`src/rtl/dht8_pkg.sv`:
```
package dht8_pkg;
  // Transform length is fixed by the decomposition used in the datapath
  localparam int DHT_N     = 8;
  localparam int HALF_N    = DHT_N / 2;
  // Shared constant multiplier: lanes times slots covers the odd inputs
  localparam int MUL_LANES = 2;
  localparam int MUL_SLOTS = 2;
  localparam int MUL_OPS   = MUL_LANES * MUL_SLOTS;
  localparam int SLOT_W    = (MUL_SLOTS > 1) ? $clog2(MUL_SLOTS) : 1;

  // Strobes from control to datapath
  typedef struct packed {
    logic              capture;
    logic              mulEn;
    logic [SLOT_W-1:0] slot;
    logic              finish;
    logic              busy;
  } dhtCtrl_t;
endpackage

```
`src/rtl/dht8_ctrl.sv`:
```
module dht8_ctrl
  import dht8_pkg::*;
(
  input  logic     clk,
  input  logic     rstN,
  input  logic     start,
  output logic     ready,
  output logic     outValid,
  output dhtCtrl_t ctl
);
  typedef enum logic [1:0] {S_IDLE, S_MUL, S_SUM} state_t;

  state_t            state;
  logic [SLOT_W-1:0] slotCnt;
  logic              validQ;

  always_ff @(posedge clk or negedge rstN) begin
    if (!rstN) begin
      state   <= S_IDLE;
      slotCnt <= '0;
      validQ  <= 1'b0;
    end else begin
      validQ <= 1'b0;
      case (state)
        S_IDLE: begin
          if (start) begin
            state   <= S_MUL;
            slotCnt <= '0;
          end
        end
        S_MUL: begin
          if (slotCnt == SLOT_W'(MUL_SLOTS - 1)) begin
            state   <= S_SUM;
            slotCnt <= '0;
          end else begin
            slotCnt <= slotCnt + 1'b1;
          end
        end
        S_SUM: begin
          state  <= S_IDLE;
          validQ <= 1'b1;
        end
        default: state <= S_IDLE;
      endcase
    end
  end

  always_comb begin
    ctl.capture = (state == S_IDLE) && start;
    ctl.mulEn   = (state == S_MUL);
    ctl.slot    = slotCnt;
    ctl.finish  = (state == S_SUM);
    ctl.busy    = (state != S_IDLE);
  end

  assign ready    = (state == S_IDLE);
  assign outValid = validQ;


  valid_pulse_chk: assert property (@(posedge clk) disable iff (!rstN)
    outValid |=> !outValid);


  valid_latency_chk: assert property (@(posedge clk) disable iff (!rstN)
    (start && ready) |-> ##4 outValid);


  ready_on_valid_chk: assert property (@(posedge clk) disable iff (!rstN)
    outValid |-> ready);
endmodule

```
`src/rtl/dht8_cmul.sv`:
```
module dht8_cmul #(
  parameter int DATA_W  = 10,
  parameter int CONST_W = 9,
  parameter int FRAC_W  = 8,
  parameter int CONST_Q = 362,
  parameter int LANES   = 2,
  parameter int SLOTS   = 2,
  parameter int SEL_W   = 1
) (
  input  logic                             clk,
  input  logic                             rstN,
  input  logic                             mulEn,
  input  logic [SEL_W-1:0]                 slot,
  input  logic [LANES*SLOTS*DATA_W-1:0]    operands,
  output logic [LANES*SLOTS*(DATA_W+1)-1:0] products
);
  localparam int RES_W = DATA_W + 1;
  localparam int PRD_W = DATA_W + CONST_W + 1;
  localparam int PMAX  = ((1 << (DATA_W - 1)) * CONST_Q + (1 << (FRAC_W - 1))) >> FRAC_W;

  logic signed [RES_W-1:0] hold [LANES*SLOTS];

  for (genvar lane = 0; lane < LANES; lane++) begin : g_lane
    logic signed [DATA_W-1:0] opSel;
    logic signed [PRD_W-1:0]  prodFull;
    logic signed [PRD_W-1:0]  prodRnd;
    logic signed [RES_W-1:0]  rounded;

    // Input multiplexer: the slot picks this lane's operand
    assign opSel    = $signed(operands[(lane*SLOTS + int'(slot))*DATA_W +: DATA_W]);
    assign prodFull = PRD_W'(opSel) * $signed(PRD_W'(CONST_Q));
    assign prodRnd  = prodFull + PRD_W'(1 << (FRAC_W - 1));
    assign rounded  = RES_W'(prodRnd >>> FRAC_W);

    // Output demultiplexer into per-operand holding registers
    for (genvar s = 0; s < SLOTS; s++) begin : g_slot
      localparam int IDX = lane*SLOTS + s;
      always_ff @(posedge clk or negedge rstN) begin
        if (!rstN)
          hold[IDX] <= '0;
        else if (mulEn && (slot == SEL_W'(s)))
          hold[IDX] <= rounded;
      end
      assign products[IDX*RES_W +: RES_W] = hold[IDX];


      product_range_chk: assert property (@(posedge clk) disable iff (!rstN)
        (hold[IDX] >= -PMAX) && (hold[IDX] <= PMAX));
    end
  end
endmodule

```
`src/rtl/dht8_datapath.sv`:
```
module dht8_datapath
  import dht8_pkg::*;
#(
  parameter int DATA_W  = 10,
  parameter int OUT_W   = 13,
  parameter int CONST_Q = 362,
  parameter int FRAC_W  = 8
) (
  input  logic                    clk,
  input  logic                    rstN,
  input  dhtCtrl_t                ctl,
  input  logic [DHT_N*DATA_W-1:0] inData,
  output logic [DHT_N*OUT_W-1:0]  outData
);
  localparam int RES_W   = DATA_W + 1;
  localparam int CONST_W = $clog2(CONST_Q + 1);

  logic [DHT_N-1:0][DATA_W-1:0] xReg;
  logic [DHT_N-1:0][OUT_W-1:0]  yReg;
  logic [MUL_OPS*DATA_W-1:0]    operands;
  logic [MUL_OPS*RES_W-1:0]     prodFlat;

  always_ff @(posedge clk or negedge rstN) begin
    if (!rstN)
      xReg <= '0;
    else if (ctl.capture)
      xReg <= inData;
  end

  // Lane 0 serves x1 then x5, lane 1 serves x3 then x7
  assign operands = {xReg[7], xReg[3], xReg[5], xReg[1]};

  dht8_cmul #(
    .DATA_W (DATA_W),
    .CONST_W(CONST_W),
    .FRAC_W (FRAC_W),
    .CONST_Q(CONST_Q),
    .LANES  (MUL_LANES),
    .SLOTS  (MUL_SLOTS),
    .SEL_W  (SLOT_W)
  ) u_cmul (
    .clk     (clk),
    .rstN    (rstN),
    .mulEn   (ctl.mulEn),
    .slot    (ctl.slot),
    .operands(operands),
    .products(prodFlat)
  );

  // First butterfly on pairs n and n+4
  logic signed [OUT_W-1:0] aSum [HALF_N];
  logic signed [OUT_W-1:0] bDif [HALF_N];
  for (genvar n = 0; n < HALF_N; n++) begin : g_bfly
    assign aSum[n] = OUT_W'($signed(xReg[n])) + OUT_W'($signed(xReg[n+HALF_N]));
    assign bDif[n] = OUT_W'($signed(xReg[n])) - OUT_W'($signed(xReg[n+HALF_N]));
  end

  logic signed [OUT_W-1:0] pX1, pX5, pX3, pX7;
  assign pX1 = OUT_W'($signed(prodFlat[0*RES_W +: RES_W]));
  assign pX5 = OUT_W'($signed(prodFlat[1*RES_W +: RES_W]));
  assign pX3 = OUT_W'($signed(prodFlat[2*RES_W +: RES_W]));
  assign pX7 = OUT_W'($signed(prodFlat[3*RES_W +: RES_W]));

  // Shared partial sums for the even half
  logic signed [OUT_W-1:0] s01, d01, s23, d23;
  assign s01 = aSum[0] + aSum[1];
  assign d01 = aSum[0] - aSum[1];
  assign s23 = aSum[2] + aSum[3];
  assign d23 = aSum[2] - aSum[3];

  // Shared partial sums for the odd half
  logic signed [OUT_W-1:0] eSum, fDif, g1, g3;
  assign eSum = bDif[0] + bDif[2];
  assign fDif = bDif[0] - bDif[2];
  assign g1   = pX1 - pX5;
  assign g3   = pX3 - pX7;

  logic [DHT_N-1:0][OUT_W-1:0] yNext;
  always_comb begin
    yNext[0] = s01 + s23;
    yNext[2] = s01 - s23;
    yNext[4] = d01 + d23;
    yNext[6] = d01 - d23;
    yNext[1] = eSum + g1;
    yNext[5] = eSum - g1;
    yNext[3] = fDif + g3;
    yNext[7] = fDif - g3;
  end

  always_ff @(posedge clk or negedge rstN) begin
    if (!rstN)
      yReg <= '0;
    else if (ctl.finish)
      yReg <= yNext;
  end

  assign outData = yReg;


  frame_hold_chk: assert property (@(posedge clk) disable iff (!rstN)
    ctl.busy |=> $stable(xReg));


  result_hold_chk: assert property (@(posedge clk) disable iff (!rstN)
    !ctl.finish |=> $stable(yReg));
endmodule

```
`src/rtl/dht8_core.sv`:
```
module dht8_core
  import dht8_pkg::*;
#(
  parameter int DATA_W  = 10,
  parameter int CONST_Q = 362,
  parameter int FRAC_W  = 8,
  localparam int OUT_W  = DATA_W + 3
) (
  input  logic                    clk,
  input  logic                    rstN,
  input  logic                    start,
  input  logic [DHT_N*DATA_W-1:0] inData,
  output logic                    ready,
  output logic                    outValid,
  output logic [DHT_N*OUT_W-1:0]  outData
);
  dhtCtrl_t ctl;

  dht8_ctrl u_ctrl (
    .clk     (clk),
    .rstN    (rstN),
    .start   (start),
    .ready   (ready),
    .outValid(outValid),
    .ctl     (ctl)
  );

  dht8_datapath #(
    .DATA_W (DATA_W),
    .OUT_W  (OUT_W),
    .CONST_Q(CONST_Q),
    .FRAC_W (FRAC_W)
  ) u_dp (
    .clk    (clk),
    .rstN   (rstN),
    .ctl    (ctl),
    .inData (inData),
    .outData(outData)
  );
endmodule

```
`config.mk`:
```
export PLATFORM = sky130hd
export DESIGN_NAME = dht8_core
export DESIGN_NICKNAME = d
export VERILOG_FILES = /design/src/rtl/dht8_pkg.sv /design/src/rtl/dht8_ctrl.sv /design/src/rtl/dht8_cmul.sv /design/src/rtl/dht8_datapath.sv /design/src/rtl/dht8_core.sv
export SDC_FILE = /design/constraint.sdc
export NUM_CORES = 1
export LEC_CHECK = 0
export BUFFER_PORTS_ARGS = -buffer_cell sky130_fd_sc_hd__buf_2
export CAP_MARGIN = 30
export CORE_MARGIN = 5
export CORE_UTILIZATION = 23
export DETAILED_ROUTE_END_ITERATION = 10
export HOLD_SLACK_MARGIN = 0.02
export SLEW_MARGIN = 20
export SYNTH_ARGS = -nofsm -noshare
export SYNTH_HDL_FRONTEND = slang
export SYNTH_SLANG_ARGS = --single-unit
```
`constraint.sdc`:
```
create_clock -name clk -period 5.54 [get_ports clk]
set_clock_uncertainty 0.15 [all_clocks]
set_input_delay 0.277 -clock clk [delete_from_list [all_inputs] [get_ports clk]]
set_output_delay 0.277 -clock clk [all_outputs]
set_load 0.01 [all_outputs]
```
==> metrics.txt <==
vias in the first global route 18,200; main flop type after synthesis dfrtp_1; Port Buf Inserts 188; drt initial violations between 1,000 and 1,500; Die W ~320 µm; global-route met3 utilization under 10%; Routed Antenna Nets 0; met1 GRT Util approximately 16%; largest net degree at the start of global routing 117; clk root buf clkbuf_16; num ports 189; syn_area_per_cell slightly below 9 µm²; post-layout util 27.6%; crit path capture u_dp.u_cmul.products[10]; CTS tree yes; worst slack, placed 0.0376 ns; wire length per cell ~16 µm; Syn Inst Count 2,595; Clock transition at path regs 0.07 ns; register area share after synthesis 25.3%; Syn Std Cell Area 0.0226 mm²; grt total ovfl 0; commonest cells after routing, fill and taps aside inv_1 (352), ha_1 (324), nand2_1 (231); final worst slack 0.235 ns; Synth async-reset ratio 100%; maximum clock rate 189 MHz; crit-path max FO 9; Synth top area share 25.3%; mux cell area share after synthesis 4.16%; CTS sink cnt 228; Initial Util 23.1%; Worst Hold Class input pin to async pin; setup_tns 0 ns; filler instances 10,400; post-synthesis compound-gate area fraction 17.3%; R2R cell count 19; Tcrit/Tclk final 95.8%; hpwl dp 54,900 µm; Clock Tree Buf Depth 3; initial antenna violation count 7; worst setup path start u_ctrl.slotCnt; Core Region 0.0980 mm²; MaxCap Viol Count 0; count of cell types in the netlist 80; final setup fails 0; FF+latch area 0.00571 mm²; Crit. End Element register; Multi-input gate area 0.0155 mm²; area share of fa/ha/maj cells after synthesis 24.5%; xor and xnor area share after synthesis approximately 9%; Num CTS Buffers 27; most common cell after layout, fill and taps aside inv_1; global route hottest layer met2; post-synthesis simple-gate area fraction roughly an eighth; area leader, netlist dfrtp_1; vias post-DR 18,400; slew of the pin with the lowest slew margin 0.929 ns; full die area 0.105 mm²; clk_lat worst skew 0.59 ns; r2r endpoint u_dp.u_cmul.products[10]; reg-to-reg startpoint u_ctrl.slotCnt; Max-slew headroom 38.1%; Via-to-Cell Ratio 4.42; CP Class register to register; nets@finish 3,329; Post-Route WL 66,000 µm; crit start category register; layout cells sized above 1 14.3%; EDFF count, synth 0; ranking of synthesized cells by area dfrtp_1 (25%), ha_1 (18%), xnor2_1 (6.8%); main combinational cell family by area after synthesis adder cells; CTS H-tree lvls 1; Rows 115; Synth Register Bits 228; drt first pass iters 5; first-pass GRT wire length 103,000 µm; Die Y-Extent 323 µm; All-Layer GR Usage 12.4%; Max Slew Vio Count 0; Hold Worst Slack 0.169 ns; R2R setup slack 0.24 ns; syn_nets 3,080; Critical Path RT 5.80 ns; DRC violations left 0; met2 Usage GRT 21.7%; status completed; fin crit period 5.30 ns; Final GP Congestion 0.892; Critical Path AT 5.57 ns; YS warnings 0; synthesis-to-layout area growth 19.8%; final hold vios 0
==> what timing repair did <==
action                                  in CTS  in global routing
setup buffers                                0                 10
endpoints found under the setup margin       0                 42
resized for setup                            0                 41
endpoints found under the hold margin      196                  0
hold buffers                                82                  0
==> Yosys cell counts (19+ instances only) <==
library cell  number
inv_1            352
ha_1             334
nand2_1          231
dfrtp_1          228
o21ai_0          211
xnor2_1          176
a21oi_1          150
nor2_1           114
clkbuf_1          75
mux2_2            72
fa_1              68
o21bai_1          63
xor2_1            55
nor3_1            38
nand2b_1          37
a21o_1            29
nor2b_1           28
nand3_1           22
and3_1            21
or3_1             21
o41ai_1           19
==> per-layer routing <==
| layer | vias up | wire (µm) |
|---|---|---|
| met5 | - | 0 |
| met4 | 0 | 2250 |
| met3 | 85 | 2400 |
| met2 | 294 | 31700 |
| met1 | 8685 | 29700 |
| li1 | 9295 | - |
==> critical path, stage by stage, from the launching register on <==
cell	delay (ns)
dfrtp_2	0.41
buf_4	0.14
buf_12	0.13
buf_4	0.13
mux2_4	0.34
ha_2	0.19
fa_1	0.53
inv_1	0.05
fa_1	0.38
fa_1	0.51
inv_1	0.04
ha_1	0.30
a21o_1	0.23
or4_4	0.44
o2111ai_4	0.24
and3_1	0.25
nand4bb_4	0.18
and4bb_1	0.20
xnor2_1	0.17
o21ai_1	0.08
==> area by class of cell <==
| class | instances | area share, % |
|---|---|---|
| Timing Repair Buffer | 308 | 7.69 |
| Clock buffer | 37 | 2.82 |
| Tap cell | 1287 | 5.95 |
| Sequential cell | 228 | 21.1 |
| Multi-Input combinational cell | 1927 | 57.1 |
| Inverter | 352 | 4.88 |
| Clock inverter | 12 | 0.416 |
| Antenna cell | 6 | 0.0555 |
==> flip-flops by register name, indices dropped and copies added (netlist names) <==
register / count
u_ctrl.outValid: 1
u_dp.outData: 100
u_ctrl.slotCnt: 1
u_dp.u_cmul.products: 44
u_dp.xReg: 40
u_ctrl.state: 2
u_dp.operands: 40
==> worst min-delay path by stage <==
stage,from,to,slack (ns),cells after the start
2_1_floorplan,rstN,u_ctrl.outValid,-0.17,0
3_3_place_gp,rstN,u_dp.operands[23],0.28,1
3_5_place_dp,rstN,u_dp.operands[23],0.28,1
4_1_cts,rstN,u_dp.operands[23],0.23,2
5_1_grt,inData[34],u_dp.operands[24],0.29,3
6_report,rstN,u_dp.operands[24],0.17,2
==> kinds of logic after synthesis <==
kind of cell / after synthesis
XOR/XNOR: 231
flip-flops: 228
adder cells (fa/ha/maj): 402
multiplexers: 83
AND/OR/NAND/NOR: 584
AO/OA/AOI/OAI: 627
buffers and inverters: 440
==> through the flow <==
| step | instance area [µm²] | instances |
|---|---|---|
| detailed placement | 25000 | 4010 |
| CTS | 26700 | 4141 |
| floorplan | 22600 | 2595 |
| global route | 27100 | 4154 |
| global placement | 25000 | 4010 |
| finish | 27100 | 4157 |
Power is not shown: default switching activity piles up to over one toggle a cycle in this logic, so the estimate is an artifact.
